==> config.mk <==
export PLATFORM = sky130hd
export DESIGN_NAME = dmac_mask_status
export DESIGN_NICKNAME = d
export VERILOG_FILES = /design/src/rtl/dmac_pkg.sv /design/src/rtl/dmac_mask_reg.sv /design/src/rtl/dmac_event_merge.sv /design/src/rtl/dmac_status_reg.sv /design/src/rtl/dmac_rd_mux.sv /design/src/rtl/dmac_mask_status.sv
export SDC_FILE = /design/constraint.sdc
export NUM_CORES = 1
export LEC_CHECK = 0
export ABC_AREA = 0
export CAP_MARGIN = 15
export CORE_MARGIN = 2
export CORE_UTILIZATION = 39
export CTS_BUF_LIST = sky130_fd_sc_hd__clkbuf_8
export DETAILED_ROUTE_END_ITERATION = 12
export GPL_ROUTABILITY_DRIVEN = 1
export HOLD_SLACK_MARGIN = 0.03
export PLACE_DENSITY = 0.86
export REMOVE_ABC_BUFFERS = 1
export SLEW_MARGIN = 20
export SYNTH_ARGS = -nofsm -noshare
export SYNTH_HDL_FRONTEND = slang
export SYNTH_SLANG_ARGS = --single-unit
==> constraint.sdc <==
create_clock -name clk -period 1.58 [get_ports clk]
set_input_delay 0.316 -clock clk [delete_from_list [all_inputs] [get_ports clk]]
set_output_delay 0.316 -clock clk [all_outputs]
set_load 0.02 [all_outputs]
==> src/rtl/dmac_pkg.sv <==
package dmac_pkg;

    localparam int NUM_CH = 4;
    localparam int DATA_W = 8;
    localparam int SEL_W  = $clog2(NUM_CH);

    typedef logic [NUM_CH-1:0] chan_vec_t;

    // Mask update selected for the current cycle, in priority order.
    typedef enum logic [1:0] {
        MOP_HOLD,
        MOP_SET_ALL,
        MOP_LOAD,
        MOP_SINGLE
    } mask_op_e;

    // Fields of the single-channel mask command.
    typedef struct packed {
        logic             val;
        logic [SEL_W-1:0] sel;
    } single_cmd_t;

    function automatic chan_vec_t chan_decode(input logic [SEL_W-1:0] sel);
        chan_vec_t v;
        v = '0;
        v[sel] = 1'b1;
        return v;
    endfunction

    function automatic single_cmd_t unpack_single(input logic [DATA_W-1:0] d);
        single_cmd_t c;
        c.sel = d[SEL_W-1:0];
        c.val = d[SEL_W];
        return c;
    endfunction

    function automatic logic [DATA_W-1:0] mask_readback(input chan_vec_t m);
        return {{(DATA_W-NUM_CH){1'b1}}, m};
    endfunction

    function automatic mask_op_e pick_mask_op(input logic clr, input logic load,
                                              input logic single);
        if (clr)         return MOP_SET_ALL;
        else if (load)   return MOP_LOAD;
        else if (single) return MOP_SINGLE;
        else             return MOP_HOLD;
    endfunction

endpackage

==> src/rtl/dmac_mask_reg.sv <==
module dmac_mask_reg
    import dmac_pkg::*;
#(
    parameter int N_CH = NUM_CH,
    parameter int DW   = DATA_W
) (
    input  logic            clk,
    input  logic            rst,
    input  mask_op_e        op,
    input  logic [DW-1:0]   data,
    output logic [N_CH-1:0] mask_q
);
    single_cmd_t     cmd;
    logic [N_CH-1:0] sel_vec;
    logic [N_CH-1:0] mask_d;

    always_comb begin
        cmd     = unpack_single(data);
        sel_vec = chan_decode(cmd.sel);
        unique case (op)
            MOP_SET_ALL: mask_d = '1;
            MOP_LOAD:    mask_d = data[N_CH-1:0];
            MOP_SINGLE:  mask_d = cmd.val ? (mask_q | sel_vec) : (mask_q & ~sel_vec);
            default:     mask_d = mask_q;
        endcase
    end

    always_ff @(posedge clk) begin
        if (rst) mask_q <= '1;
        else     mask_q <= mask_d;
    end
endmodule

==> src/rtl/dmac_event_merge.sv <==
module dmac_event_merge
    import dmac_pkg::*;
#(
    parameter int N_CH = NUM_CH,
    parameter int SW   = SEL_W
) (
    input  logic [N_CH-1:0] tc_pulse,
    input  logic            eop_pulse,
    input  logic [SW-1:0]   eop_chan,
    output logic [N_CH-1:0] evt
);
    logic [N_CH-1:0] eop_vec;

    generate
        for (genvar i = 0; i < N_CH; i++) begin : g_ch
            assign eop_vec[i] = eop_pulse && (eop_chan == SW'(i));
        end
    endgenerate

    assign evt = tc_pulse | eop_vec;
endmodule

==> src/rtl/dmac_status_reg.sv <==
module dmac_status_reg
    import dmac_pkg::*;
#(
    parameter int N_CH = NUM_CH
) (
    input  logic            clk,
    input  logic            rst,
    input  logic            clr,
    input  logic            rd_clr,
    input  logic [N_CH-1:0] evt,
    input  logic [N_CH-1:0] req_in,
    output logic [N_CH-1:0] tc_q,
    output logic [N_CH-1:0] req_q
);
    // Per-channel sticky flag; a same-cycle event beats the read clear.
    generate
        for (genvar i = 0; i < N_CH; i++) begin : g_flag
            always_ff @(posedge clk) begin
                if (rst || clr) begin
                    tc_q[i]  <= 1'b0;
                    req_q[i] <= 1'b0;
                end else begin
                    tc_q[i]  <= evt[i] | (tc_q[i] & ~rd_clr);
                    req_q[i] <= req_in[i];
                end
            end
        end
    endgenerate
endmodule

==> src/rtl/dmac_rd_mux.sv <==
module dmac_rd_mux
    import dmac_pkg::*;
#(
    parameter int N_CH = NUM_CH,
    parameter int DW   = DATA_W
) (
    input  logic            mask_rd,
    input  logic            status_rd,
    input  logic [N_CH-1:0] mask_q,
    input  logic [N_CH-1:0] tc_q,
    input  logic [N_CH-1:0] req_q,
    output logic [DW-1:0]   rd_data
);
    always_comb begin
        if (mask_rd)        rd_data = mask_readback(mask_q);
        else if (status_rd) rd_data = {req_q, tc_q};
        else                rd_data = '0;
    end
endmodule

==> src/rtl/dmac_mask_status.sv <==
module dmac_mask_status
    import dmac_pkg::*;
#(
    parameter int N_CH = NUM_CH,
    parameter int DW   = DATA_W,
    parameter int SW   = SEL_W
) (
    input  logic            clk,
    input  logic            rst,
    input  logic [DW-1:0]   wr_data,
    input  logic            mask_wr,
    input  logic            single_mask_wr,
    input  logic            master_clr,
    input  logic            mask_rd,
    input  logic            status_rd,
    input  logic [N_CH-1:0] req_in,
    input  logic [N_CH-1:0] tc_pulse,
    input  logic            eop_pulse,
    input  logic [SW-1:0]   eop_chan,
    output logic [DW-1:0]   rd_data,
    output logic [N_CH-1:0] req_masked
);
    mask_op_e        mask_op;
    logic [N_CH-1:0] mask_q;
    logic [N_CH-1:0] tc_q;
    logic [N_CH-1:0] req_q;
    logic [N_CH-1:0] evt;

    assign mask_op = pick_mask_op(master_clr, mask_wr, single_mask_wr);

    dmac_mask_reg #(.N_CH(N_CH), .DW(DW)) u_mask (
        .clk    (clk),
        .rst    (rst),
        .op     (mask_op),
        .data   (wr_data),
        .mask_q (mask_q)
    );

    dmac_event_merge #(.N_CH(N_CH), .SW(SW)) u_evt (
        .tc_pulse  (tc_pulse),
        .eop_pulse (eop_pulse),
        .eop_chan  (eop_chan),
        .evt       (evt)
    );

    dmac_status_reg #(.N_CH(N_CH)) u_status (
        .clk    (clk),
        .rst    (rst),
        .clr    (master_clr),
        .rd_clr (status_rd),
        .evt    (evt),
        .req_in (req_in),
        .tc_q   (tc_q),
        .req_q  (req_q)
    );

    dmac_rd_mux #(.N_CH(N_CH), .DW(DW)) u_rd (
        .mask_rd   (mask_rd),
        .status_rd (status_rd),
        .mask_q    (mask_q),
        .tc_q      (tc_q),
        .req_q     (req_q),
        .rd_data   (rd_data)
    );

    assign req_masked = req_in & ~mask_q;
endmodule

**Word level (Yosys, flattened, before mapping)**

Cells that the tools add are included.

- Input bits: 26
- Flip-flop bits (word level): 12
- Latch bits: 0
- ROM bits: 0
- Memories kept: 0
- Output and inout bits: 12
- Bits in writable memories: 0
- Word-level logic and storage cells: 49

- Divide/modulo/power cells: 0
- Order comparisons: 2
- Multipliers: 0
- Multiplexer cells: 9
- Shift operators: 0
- Bitwise logic cells: 15
- Add/subtract/negate cells: 0
- Eq/ne operators: 6
- Reduce and logical (&&, ||, !) cells: 8

Operators with widths:

| cell | count |
|---|---|
| $mux 8 | 2 |
| $pmux 4 s3 | 1 |
| $and 4x4->4 | 2 |
| $eq 2x2->1 const B | 4 |
| $not 4->4 | 2 |
| $or 4x4->4 | 2 |
| $mux 2 | 3 |
| $logic_and 1x1->1 | 5 |
| $and 1x1->1 | 4 |
| $eq 2x1->1 const B | 2 |
| $mux 4 | 1 |
| $or 1x1->1 | 4 |
| $lt 2x3->1 const B | 1 |
| $reduce_bool 3->1 | 1 |
| $demux 1 s2 | 1 |
| $ge 2x1->1 const B | 1 |
| $logic_not 2->1 | 1 |
| $logic_or 1x1->1 | 1 |
| $mux 1 | 1 |
| $not 1->1 | 1 |

**Logic depth before layout (Yosys ltp)**

Gate-level depths: netlist of run 1.

- Depth after elaboration: 8
- Gate-level depth with buffers: 4
- Mapped depth without buffers: 3

**By module**

Synthesis of run 1 repeated with hierarchy kept, for this count alone.

- Cells, all modules: 76
- Area, all modules: 679.4 sq um

By module, submodules not included:

| module | area an instance (sq um) | instances | cells each | seq. area each (sq um) |
|---|---|---|---|---|
| dmac_status_reg | 251.5 | 1 | 21 | 160.2 |
| dmac_mask_reg | 245.2 | 1 | 31 | 80.1 |
| dmac_rd_mux | 96.3 | 1 | 10 | 0.0 |
| dmac_mask_status | 43.8 | 1 | 8 | 0.0 |
| dmac_event_merge | 42.5 | 1 | 6 | 0.0 |

**Least setup slack after synthesis of run 1**

No wires, ideal clock.

- Kind: input to output
- From: input port mask_rd
- To: output port rd_data[0]
- Setup slack: 0.350 ns
- Arrival time: 0.914 ns
- Data required time: 1.264 ns
- Path buffers: 1
- Stages on the path: 3
- Path through: buf_2 nor2_1 a22o_1

- Cells in the longest elaborated chain, start to end: 1

RTL lines:

| element | RTL line | text |
|---|---|---|
| start, declared | dmac_mask_status.sv:14 | `input logic mask_rd,` |
| $mux 8 | dmac_rd_mux.sv:15 | `if (mask_rd) rd_data = mask_readback(mask_q);` |
| end, declared | dmac_mask_status.sv:20 | `output logic [DW-1:0] rd_data,` |

Every way passes these cells.

**Worst setup path after layout of run 1**

- From: input port mask_rd
- To: output port rd_data[3]

Same word-level chain as after synthesis.

==> results of run 1 <==
==> through the flow <==
| step | instances | setup WS (ns) | hold WS (ns) |
|---|---|---|---|
| after detailed placement | 117 | -0.569 | 0.531 |
| after floorplan | 64 | 0.455 | 0.438 |
| after CTS | 121 | 0.00324 | 0.542 |
| after global routing | 121 | 0.00205 | 0.556 |
| after global placement | 117 | -0.541 | 0.532 |
| final | 121 | 0.0354 | 0.537 |
==> critical path: cells and delay by family <==
kind                   cells  cell delay (ns)
buffers and inverters      3             0.69
AO/OA/AOI/OAI              1             0.23
==> worst min-delay path by stage <==
stage                                 from           endpoint  slack [ns]  cells after the start
after floorplan                  req_in[0]  u_status.req_q[0]        0.44                      1
after global placement    u_status.tc_q[3]   u_status.tc_q[3]        0.53                      2
after detailed placement  u_status.tc_q[3]   u_status.tc_q[3]        0.53                      2
after CTS                 u_status.tc_q[3]   u_status.tc_q[3]        0.54                      2
after global routing      u_status.tc_q[3]   u_status.tc_q[3]        0.56                      2
final                     u_status.tc_q[3]   u_status.tc_q[3]        0.54                      2
==> power groups by stage <==
stage	registers, uW	clock network (uW)	logic, uW
4_1_cts	324	270	178
6_report	325	269	176
3_3_place_gp	330	0	180
5_1_grt	325	293	189
3_5_place_dp	330	0	185
2_1_floorplan	327	0	69.5
==> Yosys cell counts, types with 2 or more instances <==
cell type                  number  share of area, %
sky130_fd_sc_hd__a21o_1         4               5.3
sky130_fd_sc_hd__a21oi_1       11               9.6
sky130_fd_sc_hd__a22o_1         4               6.1
sky130_fd_sc_hd__and2_1         4               4.4
sky130_fd_sc_hd__dfxtp_1       12                42
sky130_fd_sc_hd__inv_1          3               2.0
sky130_fd_sc_hd__nand3_1        2               1.8
sky130_fd_sc_hd__nand3b_1       2               2.6
sky130_fd_sc_hd__nor2_1         5               3.3
sky130_fd_sc_hd__nor2b_1        4               4.4
==> registers in the layout, summed over array words and instances (netlist names) <==
name	cells
u_status.tc_q	4
u_status.req_q	4
u_mask.mask_q	4
==> cell type report <==
type                       instances  area share (%)
inverter                           3            1.16
timing repair buffer              39            35.2
sequential                        12            24.7
clock buffer                       3            4.25
tap                               15            1.93
multi-input combinational         49            32.7
==> timing repair <==
action / CTS / global route
buffers inserted: 1 / 0
resized for setup: 26 / 8
setup endpoints to repair: 12 / 6
pin swaps: 1 / 0
==> kinds of logic after synthesis <==
kind of cell    after synthesis  share of synthesized area (%)
mux                           1                           1.75
flops                        12                           42.1
compound gates               25                           28.3
simple gates                 23                           24.3
buf+inv                       5                           3.51
==> routing by layer <==
| metal | up-vias | GRT usage (%) | share of wire [%] |
|---|---|---|---|
| li1 | 322 | - | - |
| met1 | 298 | 23.6 | 44 |
| met2 | 29 | 28.9 | 45 |
| met3 | 7 | 7.76 | 8.1 |
| met4 | 0 | 13.8 | 3.1 |
| met5 | - | 0 | 0 |
==> results.py, run 1 <==
metrics = {
    "layout": {
        "final_cell_area_um2": 971,
        "mostFrequentLayoutCell": "sky130_fd_sc_hd__clkdlybuf4s50_1",
        "antenna_cells_inserted": 0,
        "syn_to_final_growth_pct": 70.2,
        "postLayoutCoreUtil_pct": 72.8,
        "multiInputGateArea_um2": 318,
        "nFillCells": 103,
        "seqCellArea_um2": 240,
        "fin_nets": 134,
        "layout_common_cells": "19 x sky130_fd_sc_hd__clkdlybuf4s50_1, 12 x sky130_fd_sc_hd__dfxtp_1, 11 x sky130_fd_sc_hd__a21oi_1, 7 x sky130_fd_sc_hd__buf_4, 6 x sky130_fd_sc_hd__dlygate4sd2_1",
        "layout-drive-gt1-share_pct": 19.8,
    },
    "status": {
        "run_status": "finished, final reports clean",
    },
    "placed_design": {
        "io_buffers": 33,
        "hpwlAfterDp_um": 1310,
        "placed_area_um2": 948,
        "gp_congestion": 0.823,
    },
    "critical_path": {
        "crit_path_end": "rd_data[3]",
        "worstPathCellList": "dlygate4sd2_1 -> buf_4 -> a22o_1 -> clkdlybuf4s15_2",
        "maximum_fanout_along_the_worst_path": 8,
        "endpoint_kind": "output pin",
        "cells_on_worst_reg2reg_path": 2,
        "critical_path.startpoint_type": "primary input",
        "worst-endpoint-arrival_ns": 1.23,
        "timing.reg2reg.setup_slack_ns": 0.81,
        "worst-endpoint-required_ns": 1.26,
        "criticalPathCategory": "in2out",
        "timing.rr.end": "u_mask.mask_q[1]",
        "cpPeakStageDelay_ns": 0.27,
        "r2r_start": "u_mask.mask_q[1]",
        "slowest_stage_cell_crit_path": "sky130_fd_sc_hd__dlygate4sd2_1",
        "critPathLaunch": "mask_rd",
    },
    "flow_run": {
        "drv_cap": 0,
    },
    "pwr": {
        "cell_internal_pwr_uw": 583,
        "cellPowerDensity_mw_per_mm2": 793,
        "cellLeakagePower_uw": 0.000422,
        "net_sw_share_pct": 24.3,
        "net-switching-power_uw": 187,
        "vdd_ir_drop_max_uv": 524,
        "totalPowerFinal_uw": 770,
        "clockPowerShare_pct": 35.0,
        "p_seq_share_pct": 42.2,
        "power_frac_comb_pct": 22.8,
    },
    "global_routing": {
        "maximum_number_of_pins_on_one_net_before_global_route_repair": 9,
        "globalRouteTotalUtil_pct": 19.9,
        "first_pass_grt_wire_length_um": 2620,
        "grt-ovfl-total": 0,
        "antenna_found_initial": 0,
        "vias_in_the_first_global_route": 599,
    },
    "floorplan": {
        "floorplan.io_pins": 38,
        "fp.dieH_um": 42.3,
        "core.rowCount": 13,
        "floorplan.initialDensity_pct": 42.8,
        "dieArea_mm2": 0.00179,
        "floorplan.core_area_mm2": 0.00133,
        "width_of_the_die_um": 42.3,
    },
    "logic_synthesis": {
        "avgSynthCellArea_um2": 8.64,
        "netlist_instances": 66,
        "ys_warn_count": 0,
        "count_of_flip_flops_with_a_built_in_enable_after_synthesis": 0,
        "synth_sequential_area_ratio_pct": 42.1,
        "synth-main-ff-cell": "sky130_fd_sc_hd__dfxtp_1",
        "syn_area_um2": 571,
        "synth-async-reset-ratio_pct": 0,
        "ys_types": 25,
        "synth.ff_latch_count": 12,
    },
    "detailed_routing": {
        "drt_drc_violations_left": 0,
        "drt-total-wl_um": 1630,
        "detail_route.wl_per_cell_um": 13.5,
        "drt_first_iter_violations": 8,
        "first_drt_pass_iteration_count": 4,
        "mean_number_of_vias_per_cell": 5.42,
        "postRouteAntennaNets": 0,
        "detailroute.via_count": 656,
    },
    "timing": {
        "fmax_ghz": 0.647,
        "setup-tns-final_ns": 0,
        "slew_at_the_pin_closest_to_its_max_slew_limit_ns": 0.438,
        "report.final.setup_viol": 0,
        "min_period_ns": 1.54,
        "maxSlewHeadroom_pct": 70.7,
        "final_hold_vios": 0,
        "timing.final.max_slew_violations": 0,
        "layout_worst_path_cycle_share_pct": 97.8,
        "fin_worst_skew_ns": 0,
        "grt_setup_unrepaired": "false",
    },
    "clocking": {
        "cts_root_buffer": "sky130_fd_sc_hd__clkbuf_8",
        "clock_tree_from_tritoncts": "built",
        "cts.hold.buffers_added": 0,
        "clock_sinks": 12,
        "clkSlewWorstSetupHoldPaths_ns": 0.05,
        "cts_inserted_buffers": 3,
        "cts_buffer_depth": 2,
        "htreeDepth": 1,
        "clk-insertion-delay-late_ns": 0.23,
    },
    "min_path": {
        "holdCritPathClass": "reg2reg",
    },
}
(Power assumes the default switching activity.)
==> run 2, diff against run 1 <==
--- a/config.mk
+++ b/config.mk
@@ -11,11 +11,10 @@
 export CORE_UTILIZATION = 39
 export CTS_BUF_LIST = sky130_fd_sc_hd__clkbuf_8
 export DETAILED_ROUTE_END_ITERATION = 12
-export GPL_ROUTABILITY_DRIVEN = 1
+export GPL_ROUTABILITY_DRIVEN = 0
 export HOLD_SLACK_MARGIN = 0.03
 export PLACE_DENSITY = 0.86
 export REMOVE_ABC_BUFFERS = 1
-export SLEW_MARGIN = 20
 export SYNTH_ARGS = -nofsm -noshare
 export SYNTH_HDL_FRONTEND = slang
 export SYNTH_SLANG_ARGS = --single-unit
==> constraint.sdc (replaced) <==
create_clock -name clk -period 1.58 [get_ports clk]
set_input_delay 0.316 -clock clk [delete_from_list [all_inputs] [get_ports clk]]
set_output_delay 0.316 -clock clk [all_outputs]
set_load 0.005 [all_outputs]
==> run 2 against run 1 <==
Net effect:
- die area unchanged
- register-to-register slack about the same
- fmax grew 1.3%
- first-iteration DRC count is 100% higher
- hold slack gained 0.0011 ns
- design area up 3.1%
- critical path depth is 2 higher
- critical endpoint unchanged
- largest power group unchanged
- largest cell class unchanged
- non-clock buffer count up 1
- setup slack better by 0.019 ns
- wire length is 1.5% higher
==> results.py, run 2 (synthesis results as in run 1) <==
metrics = {
    "detailed_routing": {
        "detail_route.wl_per_cell_um": 13.6,
        "wl_met3_um": 148,
        "drt_drc_violations_left": 0,
        "drt-total-wl_um": 1660,
        "mean_number_of_vias_per_cell": 5.45,
        "drt_first_iter_violations": 16,
        "drt-met1-wl_um": 690,
        "top_layer_used": "met4",
        "first_drt_pass_iteration_count": 4,
        "postRouteAntennaNets": 0,
        "met2WireLength_um": 789,
        "detailroute.via_count": 665,
    },
    "critical_path": {
        "crit_path_end": "rd_data[3]",
        "r2r_start": "u_mask.mask_q[1]",
        "worst-endpoint-required_ns": 1.26,
        "critPathLaunch": "status_rd",
        "timing.reg2reg.setup_slack_ns": 0.82,
        "critical_path.startpoint_type": "primary input",
        "maximum_fanout_along_the_worst_path": 4,
        "timing.rr.end": "u_mask.mask_q[1]",
        "worst-endpoint-arrival_ns": 1.21,
        "cells_on_worst_reg2reg_path": 2,
        "criticalPathCategory": "in2out",
        "endpoint_kind": "output pin",
    },
    "global_routing": {
        "antenna_found_initial": 0,
        "maximum_number_of_pins_on_one_net_before_global_route_repair": 9,
        "first_pass_grt_wire_length_um": 2730,
        "vias_in_the_first_global_route": 599,
        "globalRouteTotalUtil_pct": 20.4,
        "grt-ovfl-total": 0,
    },
    "clocking": {
        "clock_sinks": 12,
        "clkSlewWorstSetupHoldPaths_ns": 0.05,
        "cts_buffer_depth": 2,
        "clock_tree_from_tritoncts": "built",
        "cts_inserted_buffers": 3,
        "htreeDepth": 1,
        "cts_root_buffer": "sky130_fd_sc_hd__clkbuf_8",
        "clk-insertion-delay-late_ns": 0.23,
    },
    "timing": {
        "min_period_ns": 1.53,
        "fmax_ghz": 0.656,
        "fin_worst_skew_ns": 0,
        "timing.final.max_slew_violations": 0,
        "slew_at_the_pin_closest_to_its_max_slew_limit_ns": 0.414,
        "layout_worst_path_cycle_share_pct": 96.5,
        "grt_setup_unrepaired": "false",
        "setup_ws_ns": 0.0547,
        "maxSlewHeadroom_pct": 72.3,
        "final_hold_vios": 0,
        "report.final.setup_viol": 0,
        "setup-tns-final_ns": 0,
    },
    "floorplan": {
        "width_of_the_die_um": 42.3,
        "dieArea_mm2": 0.00179,
        "fp.dieH_um": 42.3,
        "floorplan.io_pins": 38,
        "floorplan.core_area_mm2": 0.00133,
        "core.rowCount": 13,
        "floorplan.initialDensity_pct": 42.8,
    },
    "layout": {
        "fin_nets": 135,
        "mostFrequentLayoutCell": "sky130_fd_sc_hd__clkdlybuf4s50_1",
        "layout_common_cells": "19 x sky130_fd_sc_hd__clkdlybuf4s50_1, 12 x sky130_fd_sc_hd__dlygate4sd2_1, 12 x sky130_fd_sc_hd__dfxtp_1, 11 x sky130_fd_sc_hd__a21oi_1, 6 x sky130_fd_sc_hd__buf_4",
        "multiInputGateArea_um2": 318,
        "syn_to_final_growth_pct": 75.4,
        "nFillCells": 106,
        "seqCellArea_um2": 240,
        "postLayoutCoreUtil_pct": 75.0,
        "biggestRegsByFlops": "u_mask.mask_q x4, u_status.req_q x4, u_status.tc_q x4",
        "antenna_cells_inserted": 0,
        "layout-drive-gt1-share_pct": 14.0,
    },
    "pwr": {
        "net_sw_share_pct": 22.3,
        "cellLeakagePower_uw": 0.000444,
        "cell_internal_pwr_uw": 586,
        "clockPowerShare_pct": 35.7,
        "cellPowerDensity_mw_per_mm2": 753,
        "power_frac_comb_pct": 21.3,
        "vdd_ir_drop_max_uv": 520,
        "net-switching-power_uw": 168,
        "p_seq_share_pct": 43.0,
    },
    "flow_run": {
        "drv_cap": 0,
    },
    "placed_design": {
        "hpwlAfterDp_um": 1310,
        "preCtsSetupSlack_ns": -0.466,
        "io_buffers": 33,
    },
    "status": {
        "run_status": "finished, final reports clean",
    },
    "min_path": {
        "holdCritPathClass": "reg2reg",
    },
}
==> run 2: cell type report <==
cell class                 instances  area share [%]
timing repair buffer              40            37.1
multi-input combinational         49            31.8
sequential                        12            24.0
clock buffer                       3            4.13
tap                               15            1.88
inverter                           3            1.13
==> run 2: critical path: stages <==
cell                              delay [ns]
sky130_fd_sc_hd__dlygate4sd2_1          0.25
sky130_fd_sc_hd__inv_2                  0.08
sky130_fd_sc_hd__nor2_4                 0.05
sky130_fd_sc_hd__buf_4                  0.13
sky130_fd_sc_hd__a22o_1                 0.19
sky130_fd_sc_hd__clkdlybuf4s15_1        0.20
==> run 2: power groups by stage <==
stage	logic, uW	clock network [uW]	registers, uW
2_1_floorplan	50.3	0	327
3_3_place_gp	161	0	330
3_5_place_dp	165	0	330
4_1_cts	158	270	324
5_1_grt	175	290	325
6_report	161	269	324
==> run 2: what timing repair did <==
action / CTS / global route
hold buffers: 0 / 0
setup buffers: 1 / 1
pin swaps: 1 / 0
endpoints found under the setup margin: 12 / 1
endpoints found under the hold margin: 0 / 0
resized for setup: 19 / 1
==> run 2: worst min path at each step <==
stage	start	to	slack [ns]	cells past startpoint
floorplan	req_in[0]	u_status.req_q[0]	0.44	1
finish	u_status.tc_q[3]	u_status.tc_q[3]	0.54	2
global route	u_status.tc_q[3]	u_status.tc_q[3]	0.56	2
global placement	u_status.tc_q[3]	u_status.tc_q[3]	0.53	2
detailed placement	u_status.tc_q[3]	u_status.tc_q[3]	0.53	2
CTS	u_status.tc_q[3]	u_status.tc_q[3]	0.54	2
==> run 2: stage by stage <==
stage          area [um2]  hold WS (ns)  instances  power (uW)
3_3_place_gp          948         0.532        117         491
5_1_grt              1000         0.556        122         790
6_report             1000         0.538        122         754
2_1_floorplan         562         0.438         64         378
4_1_cts               992         0.542        121         753
3_5_place_dp          948         0.531        117         496
==> run 2: metal layers <==
layer  vias to the layer above  GRT usage, %
li1                        325             -
met1                       300          24.4
met2                        35          32.6
met3                         5          6.47
met4                         0          10.0
met5                         -             0
